===== src/rtl/seq_pkg.sv =====
package seq_pkg;
  localparam logic [5:0] OP_RR   = 6'h00;
  localparam logic [5:0] OP_BEQZ = 6'h04;
  localparam logic [5:0] OP_BNEZ = 6'h05;
  localparam logic [5:0] OP_ADDI = 6'h08;
  localparam logic [5:0] OP_SLTI = 6'h0A;
  localparam logic [5:0] OP_ANDI = 6'h0C;
  localparam logic [5:0] OP_ORI  = 6'h0D;
  localparam logic [5:0] OP_XORI = 6'h0E;
  localparam logic [5:0] OP_LW   = 6'h23;
  localparam logic [5:0] OP_SW   = 6'h2B;

  localparam logic [5:0] FN_ADD = 6'h20;
  localparam logic [5:0] FN_SUB = 6'h22;
  localparam logic [5:0] FN_AND = 6'h24;
  localparam logic [5:0] FN_OR  = 6'h25;
  localparam logic [5:0] FN_XOR = 6'h26;
  localparam logic [5:0] FN_SLT = 6'h2A;

  typedef enum logic [2:0] {
    PH_FETCH, PH_DECODE, PH_EXEC, PH_MEM, PH_WB
  } phase_t;

  typedef enum logic [2:0] {
    K_NOP, K_RR, K_RI, K_LOAD, K_STORE, K_BRANCH
  } kind_t;

  typedef enum logic [2:0] {
    ALU_ADD, ALU_SUB, ALU_AND, ALU_OR, ALU_XOR, ALU_SLT
  } alu_op_t;

  typedef struct packed {
    kind_t      kind;
    alu_op_t    op;
    logic [4:0] dst;
    logic       test_nz;
  } ctrl_t;
endpackage


===== src/rtl/seq_decode.sv =====
module seq_decode
  import seq_pkg::*;
(
  input  logic [5:0] opcode,
  input  logic [5:0] funct,
  input  logic [4:0] rt_field,
  input  logic [4:0] rd_field,
  output ctrl_t      ctl
);
  always_comb begin
    ctl.kind    = K_NOP;
    ctl.op      = ALU_ADD;
    ctl.dst     = rt_field;
    ctl.test_nz = 1'b0;
    case (opcode)
      OP_RR: begin
        ctl.dst  = rd_field;
        ctl.kind = K_RR;
        case (funct)
          FN_ADD:  ctl.op = ALU_ADD;
          FN_SUB:  ctl.op = ALU_SUB;
          FN_AND:  ctl.op = ALU_AND;
          FN_OR:   ctl.op = ALU_OR;
          FN_XOR:  ctl.op = ALU_XOR;
          FN_SLT:  ctl.op = ALU_SLT;
          default: ctl.kind = K_NOP;
        endcase
      end
      OP_ADDI: begin ctl.kind = K_RI; ctl.op = ALU_ADD; end
      OP_SLTI: begin ctl.kind = K_RI; ctl.op = ALU_SLT; end
      OP_ANDI: begin ctl.kind = K_RI; ctl.op = ALU_AND; end
      OP_ORI:  begin ctl.kind = K_RI; ctl.op = ALU_OR;  end
      OP_XORI: begin ctl.kind = K_RI; ctl.op = ALU_XOR; end
      OP_LW:   ctl.kind = K_LOAD;
      OP_SW:   ctl.kind = K_STORE;
      OP_BEQZ: ctl.kind = K_BRANCH;
      OP_BNEZ: begin ctl.kind = K_BRANCH; ctl.test_nz = 1'b1; end
      default: ctl.kind = K_NOP;
    endcase
  end
endmodule


===== src/rtl/seq_alu.sv =====
module seq_alu
  import seq_pkg::*;
#(
  parameter int XLEN = 32
) (
  input  alu_op_t          op,
  input  logic [XLEN-1:0]  x,
  input  logic [XLEN-1:0]  y,
  output logic [XLEN-1:0]  z
);
  always_comb begin
    case (op)
      ALU_ADD: z = x + y;
      ALU_SUB: z = x - y;
      ALU_AND: z = x & y;
      ALU_OR:  z = x | y;
      ALU_XOR: z = x ^ y;
      ALU_SLT: z = {{(XLEN-1){1'b0}}, $signed(x) < $signed(y)};
      default: z = '0;
    endcase
  end
endmodule


===== src/rtl/seq_regfile.sv =====
module seq_regfile #(
  parameter int XLEN      = 32,
  parameter int REG_COUNT = 32,
  localparam int AW       = $clog2(REG_COUNT)
) (
  input  logic            clk,
  input  logic            rst_n,
  input  logic [AW-1:0]   ra_idx,
  input  logic [AW-1:0]   rb_idx,
  output logic [XLEN-1:0] ra_data,
  output logic [XLEN-1:0] rb_data,
  input  logic            wr_en,
  input  logic [AW-1:0]   wr_idx,
  input  logic [XLEN-1:0] wr_data
);
  logic [XLEN-1:0] cells [REG_COUNT];

  for (genvar g = 0; g < REG_COUNT; g++) begin : g_cell
    if (g == 0) begin : g_zero
      assign cells[g] = '0;
    end else begin : g_store
      always_ff @(posedge clk or negedge rst_n) begin
        if (!rst_n)
          cells[g] <= '0;
        else if (wr_en && wr_idx == AW'(g))
          cells[g] <= wr_data;
      end
    end
  end

  assign ra_data = cells[ra_idx];
  assign rb_data = cells[rb_idx];
endmodule


===== src/rtl/seq_phase.sv =====
module seq_phase
  import seq_pkg::*;
(
  input  logic   clk,
  input  logic   rst_n,
  input  kind_t  kind,
  output phase_t phase,
  output logic   retire
);
  logic   needs_wb;
  phase_t nxt;

  assign needs_wb = (kind == K_RR) || (kind == K_RI) || (kind == K_LOAD);

  always_comb begin
    case (phase)
      PH_FETCH:  nxt = PH_DECODE;
      PH_DECODE: nxt = PH_EXEC;
      PH_EXEC:   nxt = PH_MEM;
      PH_MEM:    nxt = needs_wb ? PH_WB : PH_FETCH;
      default:   nxt = PH_FETCH;
    endcase
  end

  always_ff @(posedge clk or negedge rst_n) begin
    if (!rst_n) phase <= PH_FETCH;
    else        phase <= nxt;
  end

  assign retire = (phase == PH_WB) || (phase == PH_MEM && !needs_wb);
endmodule


===== src/rtl/phase_seq_core.sv =====
module phase_seq_core
  import seq_pkg::*;
#(
  parameter int              XLEN      = 32,
  parameter int              REG_COUNT = 32,
  parameter logic [XLEN-1:0] RESET_PC  = '0
) (
  input  logic            clk,
  input  logic            rst_n,
  output logic [XLEN-1:0] imem_addr,
  input  logic [XLEN-1:0] imem_rdata,
  output logic [XLEN-1:0] dmem_addr,
  output logic [XLEN-1:0] dmem_wdata,
  output logic            dmem_we,
  output logic            dmem_re,
  input  logic [XLEN-1:0] dmem_rdata,
  output logic            retire
);
  localparam logic [XLEN-1:0] WORD_STEP = XLEN'(4);
  localparam int IMM_W = 16;

  logic [XLEN-1:0] pc, npc, ir, opa, opb, imm, alu_q, lmd;
  logic            cond_q;
  logic [XLEN-1:0] rf_a, rf_b, alu_x, alu_y, alu_z, imm_ext, wb_data;
  logic            zero_test, wb_en;
  alu_op_t         alu_sel;
  ctrl_t           ctl;
  phase_t          phase;

  seq_decode u_dec (
    .opcode   (ir[31:26]),
    .funct    (ir[5:0]),
    .rt_field (ir[20:16]),
    .rd_field (ir[15:11]),
    .ctl      (ctl)
  );

  seq_phase u_phase (
    .clk    (clk),
    .rst_n  (rst_n),
    .kind   (ctl.kind),
    .phase  (phase),
    .retire (retire)
  );

  seq_regfile #(.XLEN(XLEN), .REG_COUNT(REG_COUNT)) u_rf (
    .clk     (clk),
    .rst_n   (rst_n),
    .ra_idx  (ir[25:21]),
    .rb_idx  (ir[20:16]),
    .ra_data (rf_a),
    .rb_data (rf_b),
    .wr_en   (wb_en),
    .wr_idx  (ctl.dst),
    .wr_data (wb_data)
  );

  assign imm_ext = {{(XLEN-IMM_W){ir[IMM_W-1]}}, ir[IMM_W-1:0]};

  // Operand steering for the execute phase
  assign alu_x   = (ctl.kind == K_BRANCH) ? npc : opa;
  assign alu_y   = (ctl.kind == K_RR) ? opb : imm;
  assign alu_sel = (ctl.kind == K_RR || ctl.kind == K_RI) ? ctl.op : ALU_ADD;
  assign zero_test = ctl.test_nz ? (opa != '0) : (opa == '0);

  seq_alu #(.XLEN(XLEN)) u_alu (
    .op (alu_sel),
    .x  (alu_x),
    .y  (alu_y),
    .z  (alu_z)
  );

  always_ff @(posedge clk or negedge rst_n) begin
    if (!rst_n) begin
      pc     <= RESET_PC;
      npc    <= '0;
      ir     <= '0;
      opa    <= '0;
      opb    <= '0;
      imm    <= '0;
      alu_q  <= '0;
      cond_q <= 1'b0;
      lmd    <= '0;
    end else begin
      case (phase)
        PH_FETCH: begin
          ir  <= imem_rdata;
          npc <= pc + WORD_STEP;
        end
        PH_DECODE: begin
          opa <= rf_a;
          opb <= rf_b;
          imm <= imm_ext;
        end
        PH_EXEC: begin
          alu_q  <= alu_z;
          cond_q <= zero_test;
        end
        PH_MEM: begin
          if (ctl.kind == K_LOAD) lmd <= dmem_rdata;
          pc <= (ctl.kind == K_BRANCH && cond_q) ? alu_q : npc;
        end
        default: ;
      endcase
    end
  end

  assign wb_en   = (phase == PH_WB) &&
                   (ctl.kind == K_RR || ctl.kind == K_RI || ctl.kind == K_LOAD);
  assign wb_data = (ctl.kind == K_LOAD) ? lmd : alu_q;

  assign imem_addr  = pc;
  assign dmem_addr  = alu_q;
  assign dmem_wdata = opb;
  assign dmem_we    = (phase == PH_MEM) && (ctl.kind == K_STORE);
  assign dmem_re    = (phase == PH_MEM) && (ctl.kind == K_LOAD);
endmodule


===== config.mk =====
export PLATFORM = sky130hd
export DESIGN_NAME = phase_seq_core
export DESIGN_NICKNAME = d
export VERILOG_FILES = /design/src/rtl/seq_pkg.sv /design/src/rtl/seq_decode.sv /design/src/rtl/seq_alu.sv /design/src/rtl/seq_regfile.sv /design/src/rtl/seq_phase.sv /design/src/rtl/phase_seq_core.sv
export SDC_FILE = /design/constraint.sdc
export NUM_CORES = 2
export LEC_CHECK = 0
export CAP_MARGIN = 20
export CORE_ASPECT_RATIO = 1.2
export CORE_MARGIN = 2
export CORE_UTILIZATION = 57
export DETAILED_ROUTE_END_ITERATION = 10
export PLACE_DENSITY = 0.77
export SETUP_SLACK_MARGIN = 0.05
export SKIP_LAST_GASP = 1
export SYNTH_ARGS = -nofsm -noshare
export SYNTH_HDL_FRONTEND = slang
export SYNTH_HIERARCHICAL = 1
export SYNTH_SLANG_ARGS = --single-unit

===== constraint.sdc =====
create_clock -name clk -period 5.9 [get_ports clk]
set_clock_uncertainty 0.05 [all_clocks]
set_input_delay 0.59 -clock clk [delete_from_list [all_inputs] [get_ports clk]]
set_output_delay 0.59 -clock clk [all_outputs]
set_load 0.1 [all_outputs]

==> impl_metrics.csv <==
group,metric,value,unit
detailed_routing,met3_layer_wire_length_in_the_routed_design,18900,um
global_routing,vias_in_the_first_global_route,50500,
power_and_ir_drop,power_per_cell_area,440,nW/um2
layout,fin_area,77700,um2
timing,finalHoldViolations,0,
floorplanning,io_pins,165,
layout,utilization,0.640,
global_routing,grt_antenna_before_repair,4,
floorplanning,design.die.area,125000,um2
global_routing,grt_total_ovfl,0,
detailed_routing,postRouteWirelength,212000,um
floorplanning,die_outline_width,323,um
timing,count_of_final_max_slew_check_failures,0,
critical_path,cp.arrival,6.38,ns
critical_path,timing.critical_path.required,6.50,ns
yosys,syn-instance-count,5435,
power_and_ir_drop,leakage,35.9,nW
placement,dp_hpwl,135000,um
layout,finish.cell_count_without_fillers,7169,
yosys,ys_types,89,
timing,clock.fmax,173,MHz
placement,detailed_place.area,73100,um2
clock_tree,cts_tree,"yes",
yosys,synth_async_sr_flop_share,1.00,
detailed_routing,routed-via-count,48900,
detailed_routing,via_per_inst,6.82,
yosys,ys.flop_type,"dfrtp_1",
detailed_routing,final_antenna_net_count,0,
clock_tree,cts.htree.levels,3,
global_routing,grt_pass1_wl,320000,um
yosys,post_synth_instance_area,69600,um2
critical_path,crit_path_start_kind,"flip-flop",
critical_path,crit_type,"flip-flop to flip-flop",
run,maxCapViolCount,0,
timing,final.period_utilization,0.980,
clock_tree,number_of_clock_sinks_seen_by_cts,1236,
layout,layout-drive-gt1-share,0.369,
run_status,run_status,"complete, no violations",
detailed_routing,detail_route.iter0.violations,4436,
detailed_routing,routed_wire_length_per_instance,29.6,um
timing,fin_hold_ws,0.304,ns
global_routing,track_usage,0.340,
power_and_ir_drop,power.ir.vdd_worst,460,uV
floorplanning,fp.coreArea,121000,um2
detailed_routing,route.met2.wl,101000,um
clock_tree,clock_tree_buf_depth,3,
worst_hold_path,hold_class,"primary input to flip-flop",
yosys,synth.ff_latch_count,1236,
clock_tree,root_buffer,"clkbuf_16",
timing,slew_headroom,0.245,
yosys,synth_nets,5605,
placement,finalWeightedCongestion,0.995,
yosys,synthesis.yosys.warnings,6,
placement,port_buffers,164,
layout,areaGrowthSynthToFinish,11.6,%
timing,report.final.setup_viol,0,
critical_path,worst-path-max-fanout,23,
detailed_routing,wl_met1,79600,um
critical_path,cp-end-kind,"flip-flop",
clock_tree,cts-buffers-inserted,119,
layout,finish.net_count,5602,
detailed_routing,first_pass_iters,6,
timing,rsz_0062_raised_after_global_routing,"true",
clock_tree,register_clock_pin_slew_on_the_reported_worst_setup_and_hold_paths,0.06,ns
timing,final_critical_path_required_period,5.78,ns
global_routing,maximum_number_of_pins_on_one_net_before_global_route_repair,161,
floorplanning,die_h,387,um
timing,timing_worst_slew_pin_value,1.13,ns
floorplanning,initial_utilization,0.574,
yosys,synth-edff-count,0,
yosys,synthesis.area_per_instance,12.8,um2
detailed_routing,drc,0,
clock_tree,worst_skew_pair.late_latency,0.77,ns
layout,n_fill_cell,8844,
placement,post-place-cells,6938,
floorplanning,num_rows,140,
yosys,ys_seq_area_frac,0.444,
detailed_routing,highest-signal-layer,"met5",
-- critical path: stages (launching register included) --
cell	delay (ns)
dfrtp_1	0.38
or3_4	0.39
or4_4	0.43
or3b_4	0.41
o32ai_4	0.13
nor3b_4	0.29
buf_4	0.16
buf_8	0.20
mux2_2	0.37
inv_1	0.08
ha_1	0.31
inv_1	0.19
a21oi_1	0.12
o211ai_1	0.34
a31oi_1	0.22
nor2_1	0.29
nor3b_2	0.12
o21a_1	0.18
or2_0	0.22
a211o_1	0.30
a22o_1	0.22
mux2_2	0.25
-- synthesized netlist by cell type, types with 29 or more instances --
| cell | n | area, um2 |
|---|---|---|
| dfrtp_1 | 1236 | 30900 |
| mux2_2 | 1107 | 12500 |
| nand2_1 | 408 | 1530 |
| mux4_2 | 384 | 8650 |
| clkbuf_1 | 269 | 1010 |
| mux2i_1 | 197 | 1970 |
| a22o_1 | 194 | 1700 |
| buf_2 | 152 | 761 |
| mux2_1 | 144 | 1620 |
| nor2_1 | 119 | 447 |
| ha_1 | 102 | 1280 |
| o21ai_0 | 95 | 475 |
| inv_1 | 93 | 349 |
| o21ai_1 | 88 | 440 |
| a21oi_1 | 85 | 425 |
| o22ai_1 | 78 | 488 |
| a211oi_1 | 75 | 563 |
| o31ai_1 | 68 | 510 |
| buf_4 | 43 | 323 |
| and2_1 | 41 | 257 |
| and3_1 | 40 | 250 |
| nor3_1 | 32 | 160 |
| a21o_1 | 29 | 218 |
| xnor2_1 | 29 | 254 |
-- per-stage QoR --
| stage | total power [mW] | setup slack [ns] | setup TNS, ns |
|---|---|---|---|
| final | 34.2 | 0.120 | 0 |
| after global routing | 35.4 | -0.00310 | -0.00310 |
| after CTS | 33.8 | 0.0464 | 0 |
| after detailed placement | 25.5 | -0.145 | -0.833 |
| after global placement | 25.3 | -0.0261 | -0.0304 |
| after floorplan | 20.3 | 0.0877 | 0 |
-- flip-flops by register name (all words and copies together), names as in the netlist --
| name | cells |
|---|---|
| imem_addr | 32 |
| imm | 16 |
| u_rf/cells | 992 |
| cond_q | 1 |
| opa | 32 |
| dmem_wdata | 32 |
| dmem_addr | 32 |
| u_phase/phase | 3 |
| npc | 32 |
| lmd | 32 |
| ir | 32 |
-- per-layer routing --
metal | vias up | global-route usage
li1 | 20300 | -
met1 | 25300 | 0.434
met2 | 2561 | 0.541
met3 | 693 | 0.0702
met4 | 6 | 0.194
met5 | - | 0
-- path summary, 6_finish.rpt --
check,cells past startpoint,slack [ns],to,startpoint
worst min-delay path,3,0.30,ir[7],imem_rdata[7]
min in group asynchronous,2,0.34,u_rf/cells[185],rst_n
worst max-delay path,21,0.12,dmem_addr[27],ir[31]
worst max register to register,21,0.12,dmem_addr[27],ir[31]
max in group asynchronous,3,3.87,lmd[12],rst_n
worst min register to register,2,0.42,ir[6],ir[6]
-- cell usage in the layout, fill, tap and decap left out, types with 29 or more instances in the layout --
cell and instances:
dfrtp_1 1226, mux2_2 1107, nand2_1 397, mux4_2 384, mux2i_1 197, a22o_1 194
buf_4 183, clkdlybuf4s50_1 162, mux2_1 144, clkbuf_16 120, nor2_1 103, ha_1 94
inv_1 91, o21ai_0 91, o21ai_1 90, a21oi_1 83, o22ai_1 78, a211oi_1 74
o31ai_1 67, and3_1 40, and2_1 38, clkbuf_8 37, buf_12 32, nor3_1 31
xnor2_1 29, a21o_1 29
-- final cells by class --
| cell class | count | area, um2 | area share |
|---|---|---|---|
| timing repair buffer | 382 | 3690 | 0.0476 |
| tap | 1633 | 2040 | 0.0263 |
| multi-input combinational | 3594 | 36300 | 0.468 |
| sequential | 1236 | 31000 | 0.398 |
| inverter | 99 | 374 | 0.00482 |
| clock buffer | 174 | 3580 | 0.0460 |
| clock inverter | 49 | 701 | 0.00902 |
| antenna | 2 | 5.00 | 0.0000644 |
-- power by group --
group / leakage, nW / switching (mW) / internal, mW / total (mW)
registers: 17.1 / 1.40 / 9.21 / 10.6
clock network: 2.12 / 3.47 / 4.82 / 8.29
logic: 16.7 / 10.1 / 5.20 / 15.3
total: 35.9 / 15.0 / 19.2 / 34.2
-- repair_timing --
action | CTS | global route
endpoints found under the setup margin | 14 | 18
gates resized for setup | 10 | 40
pin swaps | 2 | 12
hold buffers | 1 | 0
buffers inserted | 1 | 4
endpoints found under the hold margin | 121 | 0
-- kinds of logic (layout without fill, tap and decap cells) --
group                      count (synthesis)  after routing  synth area share
AOI/OAI and AO/OA                        818            818            0.0819
xor gates and xnor gates                  50             50           0.00629
adders and majority gates                104            104            0.0189
buffers and inverters                    605            704            0.0403
DFF                                     1236           1236             0.444
muxes                                   1832           1832             0.355
other                                      0              2                 0
and+or+nand+nor                          790            790            0.0538
Power figures use the tool's default switching activity.
